`config.mk`:
```
export PLATFORM = sky130hd
export DESIGN_NAME = wsg_scan_gen
export DESIGN_NICKNAME = d
export VERILOG_FILES = /design/src/rtl/wsg_pkg.sv /design/src/rtl/wsg_lfsr.sv /design/src/rtl/wsg_weight_net.sv /design/src/rtl/wsg_lane.sv /design/src/rtl/wsg_scan_gen.sv
export SDC_FILE = /design/constraint.sdc
export NUM_CORES = 1
export LEC_CHECK = 0
export ABC_AREA = 1
export BUFFER_PORTS_ARGS = -buffer_cell sky130_fd_sc_hd__buf_2
export CELL_PAD_IN_SITES_DETAIL_PLACEMENT = 1
export CELL_PAD_IN_SITES_GLOBAL_PLACEMENT = 2
export CORE_ASPECT_RATIO = 0.9
export CORE_MARGIN = 4
export CORE_UTILIZATION = 26
export DETAILED_ROUTE_END_ITERATION = 12
export PLACE_DENSITY = 0.75
export SLEW_MARGIN = 5
export SYNTH_ARGS = -nofsm -noshare
export SYNTH_HDL_FRONTEND = slang
export SYNTH_SLANG_ARGS = --single-unit
export TNS_END_PERCENT = 20
```
`constraint.sdc`:
```
create_clock -name clk -period 1.2 [get_ports clk]
set_clock_uncertainty 0.15 [all_clocks]
set_input_delay 0.06 -clock clk [delete_from_list [all_inputs] [get_ports clk]]
set_output_delay 0.06 -clock clk [all_outputs]
set_load 0.02 [all_outputs]
```
`src/rtl/wsg_pkg.sv`:
```
package wsg_pkg;
  localparam int unsigned LFSR_W   = 28;
  localparam int unsigned FB_TAP   = 2;   // x^3 term
  localparam int unsigned N_WEIGHT = 8;
  localparam int unsigned SEL_W    = $clog2(N_WEIGHT);

  // base cell indices for chain 0
  localparam int unsigned T_A = 1;
  localparam int unsigned T_B = 9;
  localparam int unsigned T_C = 13;
  localparam int unsigned T_D = 20;
  localparam int unsigned T_E = 25;
  localparam int unsigned T_F = 17;
  localparam int unsigned T_G = 5;
  localparam int unsigned T_H = 5;
endpackage

```
`src/rtl/wsg_lfsr.sv`:
```
module wsg_lfsr #(
  parameter int unsigned W    = 28,
  parameter int unsigned TAP  = 2,
  parameter logic [W-1:0] SEED = 28'h9E37A15
) (
  input  logic         clk,
  input  logic         rst,
  input  logic         shift,
  input  logic         load,
  input  logic [W-1:0] load_val,
  output logic [W-1:0] state
);
  logic [W-1:0] st_q;

  always_ff @(posedge clk) begin
    if (rst)
      st_q <= SEED;
    else if (load)
      st_q <= load_val;
    else if (shift)
      st_q <= {st_q[W-2:0], st_q[W-1] ^ st_q[TAP]};
  end

  assign state = st_q;
endmodule

```
`src/rtl/wsg_weight_net.sv`:
```
module wsg_weight_net
  import wsg_pkg::*;
#(
  parameter int unsigned W      = 28,
  parameter int unsigned OFFSET = 0
) (
  input  logic [W-1:0]     cells,
  input  logic [SEL_W-1:0] wsel,
  output logic             wbit
);
  localparam int unsigned IA = (T_A + OFFSET) % W;
  localparam int unsigned IB = (T_B + OFFSET) % W;
  localparam int unsigned IC = (T_C + OFFSET) % W;
  localparam int unsigned ID = (T_D + OFFSET) % W;
  localparam int unsigned IE = (T_E + OFFSET) % W;
  localparam int unsigned IF = (T_F + OFFSET) % W;
  localparam int unsigned IG = (T_G + OFFSET) % W;
  localparam int unsigned IH = (T_H + OFFSET) % W;

  logic q25, q125, q75, q875, q375, q625, q4375, q5;
  logic [N_WEIGHT-1:0] streams;

  always_comb begin
    q25   = cells[IA] & cells[IB];
    q125  = cells[IC] & cells[ID] & cells[IE];
    q75   = ~q25;
    q875  = ~q125;
    q375  = q75 & cells[IF];
    q625  = ~q375;
    q4375 = q875 & cells[IG];
    q5    = cells[IH];
    // ascending weight order
    streams = {q875, q75, q625, q5, q4375, q375, q25, q125};
    wbit    = streams[wsel];
  end
endmodule

```
`src/rtl/wsg_lane.sv`:
```
module wsg_lane
  import wsg_pkg::*;
#(
  parameter int unsigned W      = 28,
  parameter int unsigned OFFSET = 0
) (
  input  logic             clk,
  input  logic             rst,
  input  logic             shift,
  input  logic             mode,
  input  logic [SEL_W-1:0] wsel,
  input  logic [W-1:0]     cells,
  output logic             wrp_o,
  output logic             tdp_o,
  output logic             scan_o
);
  logic sel_bit;
  logic wrp_q, tdp_q, scan_q;
  logic tdp_nxt;

  wsg_weight_net #(.W(W), .OFFSET(OFFSET)) u_net (
    .cells(cells),
    .wsel (wsel),
    .wbit (sel_bit)
  );

  assign tdp_nxt = tdp_q ^ sel_bit;

  always_ff @(posedge clk) begin
    if (rst) begin
      wrp_q  <= 1'b0;
      tdp_q  <= 1'b0;
      scan_q <= 1'b0;
    end else if (shift) begin
      wrp_q  <= sel_bit;
      tdp_q  <= tdp_nxt;
      scan_q <= mode ? tdp_nxt : sel_bit;
    end
  end

  assign wrp_o  = wrp_q;
  assign tdp_o  = tdp_q;
  assign scan_o = scan_q;
endmodule

```
`src/rtl/wsg_scan_gen.sv`:
```
module wsg_scan_gen
  import wsg_pkg::*;
#(
  parameter int unsigned  W         = 28,
  parameter int unsigned  CHAINS    = 2,
  parameter int unsigned  PERM_STEP = 7,
  parameter logic [W-1:0] SEED      = 28'h9E37A15
) (
  input  logic              clk,
  input  logic              rst,
  input  logic              en,
  input  logic              seed_ld,
  input  logic [W-1:0]      seed,
  input  logic [2:0]        wsel,
  input  logic              mode,
  output logic [CHAINS-1:0] wrp_o,
  output logic [CHAINS-1:0] tdp_o,
  output logic [CHAINS-1:0] scan_o
);
  logic [W-1:0] lfsr_q;
  logic         load_ok;
  logic         shift;

  assign load_ok = seed_ld && (seed != '0);
  assign shift   = en && !load_ok;

  wsg_lfsr #(.W(W), .TAP(FB_TAP), .SEED(SEED)) u_lfsr (
    .clk     (clk),
    .rst     (rst),
    .shift   (shift),
    .load    (load_ok),
    .load_val(seed),
    .state   (lfsr_q)
  );

  for (genvar k = 0; k < CHAINS; k++) begin : g_lane
    wsg_lane #(.W(W), .OFFSET((k * PERM_STEP) % W)) u_lane (
      .clk   (clk),
      .rst   (rst),
      .shift (shift),
      .mode  (mode),
      .wsel  (wsel),
      .cells (lfsr_q),
      .wrp_o (wrp_o[k]),
      .tdp_o (tdp_o[k]),
      .scan_o(scan_o[k])
    );
  end
endmodule

```
# Word-level counts from Yosys, hierarchy flattened
# Index checks and enable logic that the tools add are counted.
[word_totals] out_inout_bits=6 reg_bits=34
[op_classes] n_reduce_logical=5 bitwise_logic=19 order_cmp=1 muxes=8
[ops] op="28-bit 2-to-1 mux" n=2
[ops] op="28-bit nonzero test" n=1
[ops] op="1-bit bitwise AND" n=10
[ops] op="1-bit binary-select mux with 3-bit select" n=2
[ops] op="1-bit NOT" n=6
[ops] op="3-bit by 4-bit less-than comparator with 1-bit output, second input constant" n=1
[ops] op="1-bit 2-to-1 mux" n=4
[ops] op="1-bit XOR" n=3
[ops] op="1-bit logical AND" n=2
[ops] op="2-bit nonzero test" n=1
[ops] op="1-bit logical NOT" n=1

# Depth between registers and ports, before layout
[depth] depth_word=8 mapped_depth=11

# Cells and area by module
# From an unflattened synthesis, not the netlist that was laid out.
[hier_totals] hier_cells=304 hier_area_um2=1876.8
[by_module_without_submodules] module="wsg_lfsr" n_inst=1 area_per_inst_um2=1267.5 seq_area_each_um2=560.5 cells_per_inst=183
[by_module_without_submodules] module="wsg_lane" n_inst=2 area_per_inst_um2=143.9 seq_area_each_um2=60.1 cells_per_inst=21
[by_module_without_submodules] module="wsg_weight_net" n_inst=2 area_per_inst_um2=97.6 seq_area_each_um2=0.0 cells_per_inst=24
[by_module_without_submodules] module="wsg_scan_gen" n_inst=1 area_per_inst_um2=126.4 seq_area_each_um2=0.0 cells_per_inst=31

# Worst setup path before layout
# OpenSTA, ideal clock, no wires.
[synth_path] path_kind="input to register" startpoint="in seed[11]" endpoint="reg u_lfsr.st_q[22], in the netlist u_lfsr.state[22]" required_time_ns=0.928 setup_ns=0.122 setup_slack_ns=-0.047 arrival_time_ns=0.974 stages=8 path_cell_list="nor2_1 > nand3_1 > nor2_2 > nand3_4 > nand2_8 > buf_4 > o21ai_0 > nand3b_1"
[synth_via] elab_chain_len=5 word_cells_on_any_way=6 classes_between="1 x mux; 5 x reduce/logical"
[synth_lines] item="from (decl)" line="wsg_scan_gen.sv:13" text="input logic [W-1:0] seed,"
[synth_lines] item="28-bit nonzero test *" line="wsg_scan_gen.sv:24" text="assign load_ok = seed_ld && (seed != '0);"
[synth_lines] item="1-bit logical AND *" line="wsg_scan_gen.sv:24"
[synth_lines] item="1-bit logical NOT" line="wsg_scan_gen.sv:25" text="assign shift = en && !load_ok;"
[synth_lines] item="1-bit logical AND" line="wsg_scan_gen.sv:25"
[synth_lines] item="2-bit nonzero test (no line)"
[synth_lines] item="to (signal assigned)" line="wsg_lfsr.sv:19" text="st_q <= load_val;"
[synth_lines] item="to (signal assigned)" line="wsg_lfsr.sv:21" text="st_q <= {st_q[W-2:0], st_q[W-1] ^ st_q[TAP]};"
[synth_lines] item="to (decl)" line="wsg_lfsr.sv:13" text="logic [W-1:0] st_q;"
# Every way passes the cells marked *; elsewhere a longest branch is shown, timed or not.
# A chain may end at the register's enable or synchronous reset.

# Worst setup path after layout
[layout_path] startpoint="reg u_lfsr.st_q[20], in the netlist u_lfsr.state[20]" endpoint="reg g_lane[0].u_lane.scan_q"
[layout_via] elab_chain_len=8
[layout_lines] item="1-bit bitwise AND * (2 in series)" line="wsg_weight_net.sv:25" text="q125 = cells[IC] & cells[ID] & cells[IE];"
[layout_lines] item="1-bit NOT" line="wsg_weight_net.sv:27" text="q875 = ~q125;"
[layout_lines] item="1-bit bitwise AND" line="wsg_weight_net.sv:30" text="q4375 = q875 & cells[IG];"
[layout_lines] item="1-bit binary-select mux with 3-bit select *" line="wsg_weight_net.sv:34" text="wbit = streams[wsel];"
[layout_lines] item="1-bit 2-to-1 mux (implied by the code) *" line="wsg_weight_net.sv:34"
[layout_lines] item="1-bit XOR" line="wsg_lane.sv:27" text="assign tdp_nxt = tdp_q ^ sel_bit;"
[layout_lines] item="1-bit 2-to-1 mux *" line="wsg_lane.sv:37" text="scan_q <= mode ? tdp_nxt : sel_bit;"
[layout_lines] item="to (signal assigned)" line="wsg_lane.sv:37"
[layout_lines] item="to (decl)" line="wsg_lane.sv:18" text="logic wrp_q, tdp_q, scan_q;"
# Every way passes the cells marked *; elsewhere a longest branch is shown, timed or not. The select of a mux whose other input is x is not followed.

==> impl_metrics.py <==
metrics = {
    "run_status": {
        "status": "finished with violations",
        "violations": "negative setup slack",
    },
    "yosys": {
        "syn_nets": 351,
        "ys_seq_area_share_pct": 33.7,
        "syn_area_mm2": 0.00202,
        "synth.ff_latch_count": 34,
        "yosys_warnings": 0,
        "syn-instance-count": 315,
        "synth-xor-area-share_pct": 0.433,
        "yosys.area_share.simple_pct": 46.1,
        "synth.area.mux_share_pct": 0,
        "synth_compound_area_share_pct": 5.51,
        "synth_top_family_by_area": "simple AND/OR/NAND/NOR gates",
        "avgSynthCellArea_um2": 6.41,
        "synth_adder_area_share_pct": 0,
        "synthDistinctLibCells": 21,
    },
    "final_layout": {
        "multi_input_area_mm2": 0.00130,
        "fill_cells": 953,
        "fin_util_pct": 43.3,
        "n_antenna_cell": 0,
        "num-nets-final": 450,
        "seqCellArea_um2": 696,
        "drive_gt1_share_pct": 45.8,
        "area_growth_pct": 61.7,
    },
    "setup_path": {
        "cp-startpoint": "u_lfsr.state[20]$_SDFFE_PP0P_",
        "cpMostUsedCell": "nand2_2",
        "path_cells": "nand3_1 -> nand3_2 -> nand3_2 -> nand2_2 -> nand2_2 -> nand2_2 -> nor2_2 -> nor2_1 -> nor2_1",
        "r2r_cells": 9,
        "cp-end-kind": "flop",
        "worstSetupPathDepth": 9,
        "cp_num_buf_inv": 0,
        "cpMaxStageDelayCell": "dfxtp_4",
        "path_delay_family": "simple AND/OR/NAND/NOR gates",
        "start_kind": "flop",
        "rr_startpoint": "u_lfsr.state[20]$_SDFFE_PP0P_",
        "cp.required_ps": 1250,
        "slowest_delay_ps": 380,
        "arrival_ps": 1410,
        "crit_type": "flop to flop",
        "cp_max_fo": 5,
    },
    "drt": {
        "wl_mm": 7.54,
        "first_iter_violations": 74,
        "wl_met3_um": 261,
        "wire_per_inst_um": 14.7,
        "ant_nets": 0,
        "post-route-drc-count": 0,
        "top_layer": "met4",
        "route.met2.wl_mm": 3.54,
        "wl_met1_mm": 3.57,
        "vias_per_cell": 4.68,
        "first_pass_iters": 4,
        "vias": 2389,
    },
    "die": {
        "io_pins": 42,
        "initial_utilization_pct": 26.8,
        "fp.dieW_um": 101,
        "rows": 30,
        "core_mm2": 0.00754,
        "die_area_mm2": 0.00925,
        "die_y_um": 91.6,
    },
    "global_routing": {
        "grt_usage_pct": 16.7,
        "grt_antenna_before_repair": 0,
        "gr-total-overflow": 0,
        "grt_max_degree": 35,
        "grt_pass1_wl_mm": 12.3,
        "first_global_vias": 2506,
    },
    "sta": {
        "final-hold-violation-count": 0,
        "setup_viol": 6,
        "slew_violations": 0,
        "fin_crit_sh_pct": 113,
        "period_needed_ps": 1360,
        "rsz0062_at_grt": "true",
        "slew_headroom_pct": 80.5,
        "fin_ws_ps": -156,
        "setup_tns_ps": -528,
        "fmax_mhz": 737,
        "tightest_slew_ps": 292,
    },
    "clocking": {
        "root_buffer": "clkbuf_8",
        "cts_buffer_depth": 2,
        "cts_inserted_buffers": 5,
        "h-tree-depth": 2,
        "path_clk_slew_ps": 80,
        "insertion_delay_ps": 300,
        "cts.sink_count": 34,
        "cts_tree": "built",
    },
    "flow_run": {
        "drv_cap": 0,
    },
    "placed_design": {
        "gp_congestion": 0.781,
        "dp_slack_ps": -437,
        "io_buffers": 41,
        "hpwl_mm": 5.38,
    },
    "pwr": {
        "powerDensity_mw_per_mm2": 945,
        "peakVddDrop_uv": 358,
        "power_leakage_nw": 1.61,
    },
    "min_path": {
        "holdPathStages": 4,
        "min_from": "seed[22]",
        "holdCritPathClass": "input pin to flop",
    },
}
## path summary, 6_finish.rpt
| kind | endpoint | slack, ps |
|---|---|---|
| setup / recovery | g_lane[0].u_lane.scan_o$_SDFFE_PP0P_ | -160 |
| hold / removal | u_lfsr.state[22]$_SDFFE_PP1P_ | 20 |
| setup reg to reg | g_lane[0].u_lane.scan_o$_SDFFE_PP0P_ | -160 |
| hold reg to reg | u_lfsr.state[27]$_SDFFE_PP1P_ | 320 |
## sequential cells by signal, indices dropped and copies added, names as in the netlist
signal	count
u_lfsr.state	28
g_lane.u_lane.tdp_o	2
g_lane.u_lane.wrp_o	2
g_lane.u_lane.scan_o	2
## logic make-up (layout without fill, tap and decap cells)
group	count (synthesis)	after routing
and+or+nand+nor	201	202
xor gates and xnor gates	1	1
DFF	34	34
buffers and inverters	59	158
AOI/OAI and AO/OA	20	20
## cells in the mapped netlist, drive strengths merged
cell type / count / area, um2
clkinv: 1 / 5.00
a21oi: 12 / 71.3
inv: 35 / 131
o21ai: 8 / 40.0
nand4: 2 / 12.5
xor2: 1 / 8.76
buf: 19 / 136
nand3b: 6 / 45.0
clkbuf: 4 / 15.0
nor2: 25 / 101
dfxtp: 34 / 681
nand2: 83 / 335
nand3: 85 / 438
## layout make-up
class,instances,share of cell area (%)
inverters,36,4.52
clock inverters,2,0.383
flip-flops and latches,34,21.3
clock buffers,6,2.53
well taps,96,3.68
repair buffers,114,27.8
multi-input cells,223,39.8
## cells in the final DEF, fill, tap and decap left out, types with 9 or more instances in the layout
cell     instances
buf_2           39
nor2_1          13
nand2_1         65
buf_6           11
dfxtp_2          9
buf_4           52
nand2_2         15
nand3_1         62
nand3_2         22
dfxtp_1         24
inv_1           33
## metrics by stage
step	power [mW]	cell area [um2]	hold slack (ps)	cells
after floorplan	1.66	2050	115	315
after global placement	1.99	2740	278	488
after detailed placement	2.00	2740	263	488
after CTS	3.02	3090	23.2	509
after global routing	3.25	3270	52.7	511
final	3.09	3270	20.8	511
## power breakdown
| part | total, mW | internal (mW) | leakage, nW | switching [mW] |
|---|---|---|---|---|
| Combinational | 0.856 | 0.418 | 1.28 | 0.439 |
| Sequential | 1.28 | 1.22 | 0.284 | 0.0641 |
| Clock | 0.948 | 0.462 | 0.0472 | 0.486 |
| Total | 3.09 | 2.10 | 1.61 | 0.989 |
## what timing repair did
| action | 4_1_cts | 5_1_grt |
|---|---|---|
| cloned | 2 | 0 |
| endpoints found under the setup margin | 33 | 34 |
| setup buffers | 7 | 2 |
| gates resized for setup | 40 | 47 |
| hold buffers | 4 | 0 |
| endpoints found under the hold margin | 4 | 0 |
| pin swaps | 7 | 22 |
## routing by layer
layer	vias to the layer above	global-route usage, %
li1	1209	-
met1	1120	22.9
met2	45	26.5
met3	15	2.89
met4	0	5.09
met5	-	0
## worst min-delay path, cell delays in order
cell	delay [ps]
buf_2	80
inv_1	60
o21ai_0	150
nand3b_1	100
Note: power is estimated with default switching activity, not from simulation.
